### config.mk
export PLATFORM = sky130hd
export DESIGN_NAME = dst_addr_filter
export DESIGN_NICKNAME = d
export VERILOG_FILES = /design/src/rtl/daf_pkg.sv /design/src/rtl/daf_match_table.sv /design/src/rtl/daf_classify.sv /design/src/rtl/daf_decide.sv /design/src/rtl/dst_addr_filter.sv
export SDC_FILE = /design/constraint.sdc
export NUM_CORES = 1
export LEC_CHECK = 0
export ABC_AREA = 1
export BUFFER_PORTS_ARGS = -buffer_cell sky130_fd_sc_hd__buf_2
export CAP_MARGIN = 20
export CORE_AREA = 2 2 138 140
export DETAILED_ROUTE_END_ITERATION = 8
export DIE_AREA = 0 0 140 142
export REMOVE_ABC_BUFFERS = 1
export SKIP_LAST_GASP = 1
export SYNTH_ARGS = -nofsm -noshare
export SYNTH_HDL_FRONTEND = slang
export SYNTH_SLANG_ARGS = --single-unit
### constraint.sdc
create_clock -name clk -period 1.8 [get_ports clk]
set_input_delay 0.36 -clock clk [delete_from_list [all_inputs] [get_ports clk]]
set_output_delay 0.36 -clock clk [all_outputs]
set_load 0.05 [all_outputs]
### src/rtl/daf_pkg.sv
// Shared types for the destination address filter.
// Assumes a 4-bit control word laid out as {table mode, multicast policy[1:0], broadcast accept}.
package daf_pkg;
    localparam int MAC_W = 48;

    typedef enum logic [1:0] {
        MC_USE_TABLE  = 2'd0,
        MC_DROP_ALL   = 2'd1,
        MC_PASS_ALL   = 2'd2,
        MC_USE_TABLE3 = 2'd3
    } mc_policy_t;

    typedef struct packed {
        logic       tbl_allow;
        mc_policy_t mc_policy;
        logic       bc_accept;
    } filt_ctrl_t;
endpackage

### src/rtl/daf_match_table.sv
// Compares one address against N programmable entries; an entry can hit only when enabled.
// Assumes entries are packed flat, entry i at [W*i +: W]. Purely combinational.
module daf_match_table #(
    parameter int N_ENTRIES = 6,
    parameter int ADDR_W    = 48
) (
    input  logic [N_ENTRIES*ADDR_W-1:0] entries,
    input  logic [N_ENTRIES-1:0]        enables,
    input  logic [ADDR_W-1:0]           addr,
    output logic                        hit
);
    logic [N_ENTRIES-1:0] hit_vec;

    genvar gi;
    generate
        for (gi = 0; gi < N_ENTRIES; gi++) begin : g_cmp
            // per-entry equality gated by its enable
            always_comb hit_vec[gi] = enables[gi] && (entries[gi*ADDR_W +: ADDR_W] == addr);
        end
    endgenerate

    // any enabled entry matched
    always_comb hit = |hit_vec;
endmodule

### src/rtl/daf_classify.sv
// Detects broadcast (all ones) and multicast (group bit = lowest bit of the first byte) addresses.
// Assumes the first transmitted byte occupies the top byte of the address.
module daf_classify #(
    parameter int ADDR_W = 48
) (
    input  logic [ADDR_W-1:0] addr,
    output logic              is_bcast,
    output logic              is_mcast
);
    localparam int GROUP_BIT = ADDR_W - 8;

    // address class flags
    always_comb begin
        is_bcast = &addr;
        is_mcast = addr[GROUP_BIT];
    end
endmodule

### src/rtl/daf_decide.sv
// Applies broadcast, multicast and table policy and registers the verdict.
// Assumes classification and table hit are valid in the strobe cycle.
module daf_decide
    import daf_pkg::*;
(
    input  logic       clk,
    input  logic       rst_n,
    input  filt_ctrl_t ctrl,
    input  logic       is_bcast,
    input  logic       is_mcast,
    input  logic       tbl_hit,
    input  logic       strobe,
    output logic       dec_valid,
    output logic       dec_accept
);
    logic verdict;
    logic tbl_verdict;

    // priority: broadcast, then multicast policy, then table
    always_comb begin
        tbl_verdict = tbl_hit ? ctrl.tbl_allow : !ctrl.tbl_allow;
        if (is_bcast)
            verdict = ctrl.bc_accept;
        else if (is_mcast && ctrl.mc_policy == MC_DROP_ALL)
            verdict = 1'b0;
        else if (is_mcast && ctrl.mc_policy == MC_PASS_ALL)
            verdict = 1'b1;
        else
            verdict = tbl_verdict;
    end

    // register strobe and capture verdict on strobe only
    always_ff @(posedge clk) begin
        if (!rst_n) begin
            dec_valid  <= 1'b0;
            dec_accept <= 1'b0;
        end else begin
            dec_valid <= strobe;
            if (strobe)
                dec_accept <= verdict;
        end
    end

    a_r9_valid_follows: assert property (@(posedge clk) disable iff (!rst_n)
        strobe |=> dec_valid);
    a_r9_no_spurious: assert property (@(posedge clk) disable iff (!rst_n)
        !strobe |=> !dec_valid);
    a_r9_hold: assert property (@(posedge clk) disable iff (!rst_n)
        !strobe |=> $stable(dec_accept));
    a_r10_reset: assert property (@(posedge clk)
        !rst_n |=> (!dec_valid && !dec_accept));
endmodule

### src/rtl/dst_addr_filter.sv
// Top: destination address filter with broadcast, multicast and table policy.
// Assumes inputs are stable in the strobe cycle; decision appears one cycle later.
module dst_addr_filter #(
    parameter int N_ENTRIES = 6,
    parameter int ADDR_W    = 48
) (
    input  logic                        clk,
    input  logic                        rst_n,
    input  logic [3:0]                  ctrl,
    input  logic [N_ENTRIES*ADDR_W-1:0] table_addr,
    input  logic [N_ENTRIES-1:0]        table_en,
    input  logic [ADDR_W-1:0]           dst_addr,
    input  logic                        dst_valid,
    output logic                        decision_valid,
    output logic                        accept
);
    import daf_pkg::*;

    localparam int GROUP_BIT = ADDR_W - 8;

    filt_ctrl_t ctrl_s;
    logic       bcast, mcast, hit;

    // reinterpret control bits as policy fields
    always_comb ctrl_s = filt_ctrl_t'(ctrl);

    daf_classify #(.ADDR_W(ADDR_W)) u_cls (
        .addr     (dst_addr),
        .is_bcast (bcast),
        .is_mcast (mcast)
    );

    daf_match_table #(.N_ENTRIES(N_ENTRIES), .ADDR_W(ADDR_W)) u_tbl (
        .entries (table_addr),
        .enables (table_en),
        .addr    (dst_addr),
        .hit     (hit)
    );

    daf_decide u_dec (
        .clk        (clk),
        .rst_n      (rst_n),
        .ctrl       (ctrl_s),
        .is_bcast   (bcast),
        .is_mcast   (mcast),
        .tbl_hit    (hit),
        .strobe     (dst_valid),
        .dec_valid  (decision_valid),
        .dec_accept (accept)
    );

    a_r1_bcast_accept: assert property (@(posedge clk) disable iff (!rst_n)
        (dst_valid && (&dst_addr) && ctrl[0]) |=> accept);
    a_r2_bcast_drop: assert property (@(posedge clk) disable iff (!rst_n)
        (dst_valid && (&dst_addr) && !ctrl[0]) |=> !accept);
    a_r3_mc_drop: assert property (@(posedge clk) disable iff (!rst_n)
        (dst_valid && dst_addr[GROUP_BIT] && !(&dst_addr) && ctrl[2:1] == 2'd1) |=> !accept);
    a_r4_mc_pass: assert property (@(posedge clk) disable iff (!rst_n)
        (dst_valid && dst_addr[GROUP_BIT] && !(&dst_addr) && ctrl[2:1] == 2'd2) |=> accept);
endmodule

==> metrics.csv <==
stage,metric,value,unit
worst_setup_path,Critical Path Max Stage Delay,0.18,ns
global_routing,largest net degree at the start of global routing,11,
min_path,Hold/Removal Path Class,in2reg,
power_and_ir_drop,Comb pwr share,84.2,%
drt,drt wl/cell,20.0,µm
clock_tree,Clock Path Buffers,2,
sta,Slew HR,77.7,%
worst_setup_path,crit-path leading delay family,simple AND/OR/NAND/NOR gates,
drt,DRT Wirelength,35700,µm
worst_setup_path,worst r2r dst,u_dec.dec_accept,
clock_tree,Root Buffer,clkbuf_16,
power_and_ir_drop,power per cell area,294,nW/µm²
worst_setup_path,CP Max Fanout,5,
drt,DRC Markers,45,
floorplanning,Die W,140,µm
logic_synthesis,number of synthesized flops with an enable pin,0,
logic_synthesis,Post-Synthesis Cells,1101,
clock_tree,CTS tree,done,
layout,fin nets,1905,
global_routing,GRT Total Usage,34.2,%
sta,fin. max-slew vios,0,
sta,worst slew pin tran,0.331,ns
power_and_ir_drop,switching share of total power,49.3,%
logic_synthesis,post-synthesis register bit count,2,
floorplanning,die footprint,19900,µm²
floorplanning,Initial Util,26.3,%
sta,Peak Freq,0.551,GHz
global_routing,total grt overflow,0,
min_path,sink of the worst hold path,u_dec.dec_valid,
sta,"Hold Vio Cnt, Final",0,
clock_tree,clk sinks,2,
floorplanning,CORE AREA,18500,µm²
worst_setup_path,crit-path cells,"buf_4, buf_4, nand2_1, nand2_1, nor2_1, nand2_1, nor2_1, nand2_1, nor2_1, nand2_1, nand2_2, nor2_4, nand2_1, nand2_1, nand2_2, nand2_1, nand2_1, a21oi_2",
global_routing,first-pass GRT wire length,49600,µm
sta,minimum clock period,1.81,ns
power_and_ir_drop,total power,2.46,mW
drt,first-pass detailed-route iteration total,9,
worst_setup_path,crit end category,flip-flop,
sta,final setup skew,0,ns
power_and_ir_drop,P_leak,5.01,nW
layout,Area growth syn-to-layout,71.6,%
drt,DRT iter0 DRCs,657,
clock_tree,htree depth,1,
worst_setup_path,launch point of the worst reg-to-reg path,u_dec.dec_accept,
min_path,hold path cells,3,
logic_synthesis,ys flop type,dfxtp_1,
worst_setup_path,Crit path top cell by count,nand2_1,
worst_setup_path,Worst Reg-to-Reg Cells,2,
worst_setup_path,Worst Path Arrival,1.92,ns
power_and_ir_drop,VDD IR max,0.000200,V
sta,final period utilization,101,%
worst_setup_path,Crit-path slowest cell,buf_4,
drt,via-per-instance ratio,4.75,
clock_tree,total CTS buffers,3,
logic_synthesis,synthesized area,4860,µm²
worst_setup_path,Crit Path Class,in2reg,
flow_run,max cap viols,0,
floorplanning,die height,142,µm
worst_setup_path,"Req. time, crit path",1.90,ns
layout,fin util,45.2,%
global_routing,number of global-route vias before repair,8256,
logic_synthesis,Syn Area/Cell,4.41,µm²
clock_tree,register clock-pin slew on the reported worst setup and hold paths,0.03,ns
logic_synthesis,"Distinct cells, synth",25,
sta,setup violation total in the final timing report,1,
logic_synthesis,"Warnings, synthesis",0,
layout,layout cells sized above 1,37.5,%
sta,Final TNS setup,-0.0134,ns
power_and_ir_drop,register share of total power,2.0,%
run_status,status,"finished, violations left",
floorplanning,std cell rows,50,
clock_tree,hold-fix buffers at CTS,0,
worst_setup_path,R2R Setup Slk,1.13,ns
sta,RSZ-0062 raised after global routing,true,
drt,ANT nets after route,0,
worst_setup_path,Worst Setup Start Kind,primary input,
sta,setup ws final,-0.0134,ns
placed_design,dpl hpwl,31400,µm
logic_synthesis,register area share after synthesis,0.824,%
power_and_ir_drop,Internal,1.24,mW
logic_synthesis,async set or reset register ratio after synthesis,0,%
clock_tree,worst skew pair latency,0.22,ns
sta,Fin Hold WS,0.342,ns
placed_design,number of port buffers,350,
placed_design,routability cong.,0.990,
global_routing,initial antenna violation count,1,
floorplanning,I/O pins,351,
worst_setup_path,Worst path depth,18,
worst_setup_path,worst path bufs/invs,2,
run_status,failing checks,"DRC, setup timing",
drt,routed vias,8501,
power_and_ir_drop,Clock power frac,13.9,%
min_path,worst hold start,rst_n,
power_and_ir_drop,P_sw,1.21,mW
[synthesized netlist by cell type (3+ instances only)]
cell | count | share of area (%)
xor2_1 | 22 | 4.0
nand3_1 | 14 | 1.4
nand4_1 | 12 | 1.5
a21oi_1 | 4 | 0.41
nor2_1 | 166 | 13
buf_2 | 3 | 0.31
inv_1 | 147 | 11
o22ai_1 | 16 | 2.1
inv_2 | 30 | 2.3
xnor2_1 | 48 | 8.6
buf_4 | 20 | 3.1
nor4_1 | 3 | 0.39
nand2_2 | 3 | 0.39
o21ai_0 | 71 | 7.3
o21ai_1 | 29 | 3.0
nand2_1 | 501 | 39
[flip-flops by register name, summed over array words and instances, names as in the netlist]
name,count
u_dec.dec_valid,1
u_dec.dec_accept,1
[what timing repair did]
item                                    CTS  global route
resized for setup                        39           168
pin swaps                                15            91
cloned                                    0             1
buffers inserted                          3             9
endpoints found under the setup margin    1             1
[worst register-to-register path, cell delays in order, from the launching register on]
cell	delay [ns]
dfxtp_1	0.30
o21ai_0	0.20
a21oi_2	0.04
[metrics by stage]
stage	instance area (µm²)	cells	worst slack, ns
detailed placement	7650	1778	-0.449
CTS	7860	1781	0.000139
global route	8340	1788	-0.0637
global placement	7650	1778	-0.430
finish	8340	1789	-0.0134
floorplan	4670	1075	0.364
[power by group through the flow]
stage / clock network, mW / registers, mW / logic, mW
final: 0.340 / 0.0487 / 2.07
after CTS: 0.342 / 0.0487 / 1.90
after global routing: 0.345 / 0.0492 / 2.23
after detailed placement: 0 / 0.0493 / 1.86
after floorplan: 0 / 0.0591 / 0.709
after global placement: 0 / 0.0494 / 1.86
[layout make-up]
class,count,area [µm²]
antenna,1,2.50
clock buffer,3,75.1
fill,2153,10100
inverter,177,737
multi-input combinational,896,4180
sequential,2,40.0
tap,234,293
timing repair buffer,475,3010
timing repair inverter,1,5.00
[cell usage in the layout (no fill, tap or decap)]
cell type  count
nor4_1         3
buf_8          4
o22ai_1       16
clkinv_2       1
a21oi_2        1
nand2_1      486
o21a_1         1
inv_4         12
nor2_1       136
inv_2         17
clkinv_4       1
nor2_4         1
dfxtp_1        2
nand2_2       17
nand2_4        1
buf_6         29
buf_12         8
inv_1        141
a21boi_1       1
nor3_2         1
buf_4        117
o21ai_2        6
inv_8          3
nor3_1         1
o21ai_0       55
nand3_1       10
o21ai_1       39
buf_2        317
inv_6          3
nor2_2        30
nand4_1       12
xnor2_2        5
xnor2_1       43
nand3_2        5
clkbuf_16      3
diode_2        1
a21oi_1        4
xor2_1        22
[metal layers]
metal / routed length, µm / track usage [%]
met2: 16600 / 59.4
met1: 14200 / 42.3
met4: 1620 / 13.9
met3: 3310 / 5.52
met5: 0 / 0
[worst max-delay path by stage]
stage	start	endpoint	slack, ns
finish	dst_addr[9]	u_dec.dec_accept	-0.01
global placement	dst_addr[15]	u_dec.dec_accept	-0.43
global route	dst_addr[9]	u_dec.dec_accept	-0.06
detailed placement	dst_addr[15]	u_dec.dec_accept	-0.45
floorplan	dst_addr[18]	u_dec.dec_accept	0.36
CTS	dst_addr[12]	u_dec.dec_accept	0.0001
[logic make-up (layout without fill, tap and decap cells)]
logic type,count (synthesis),count (layout),share of synthesized area (%)
AO/OA/AOI/OAI,123,123,13.3
XOR/XNOR,70,70,12.6
buffers and inverters,203,656,17.5
flip-flops,2,2,0.824
other,0,1,0
AND/OR/NAND/NOR,703,703,55.8
Note: power is estimated with default switching activity, not from simulation.
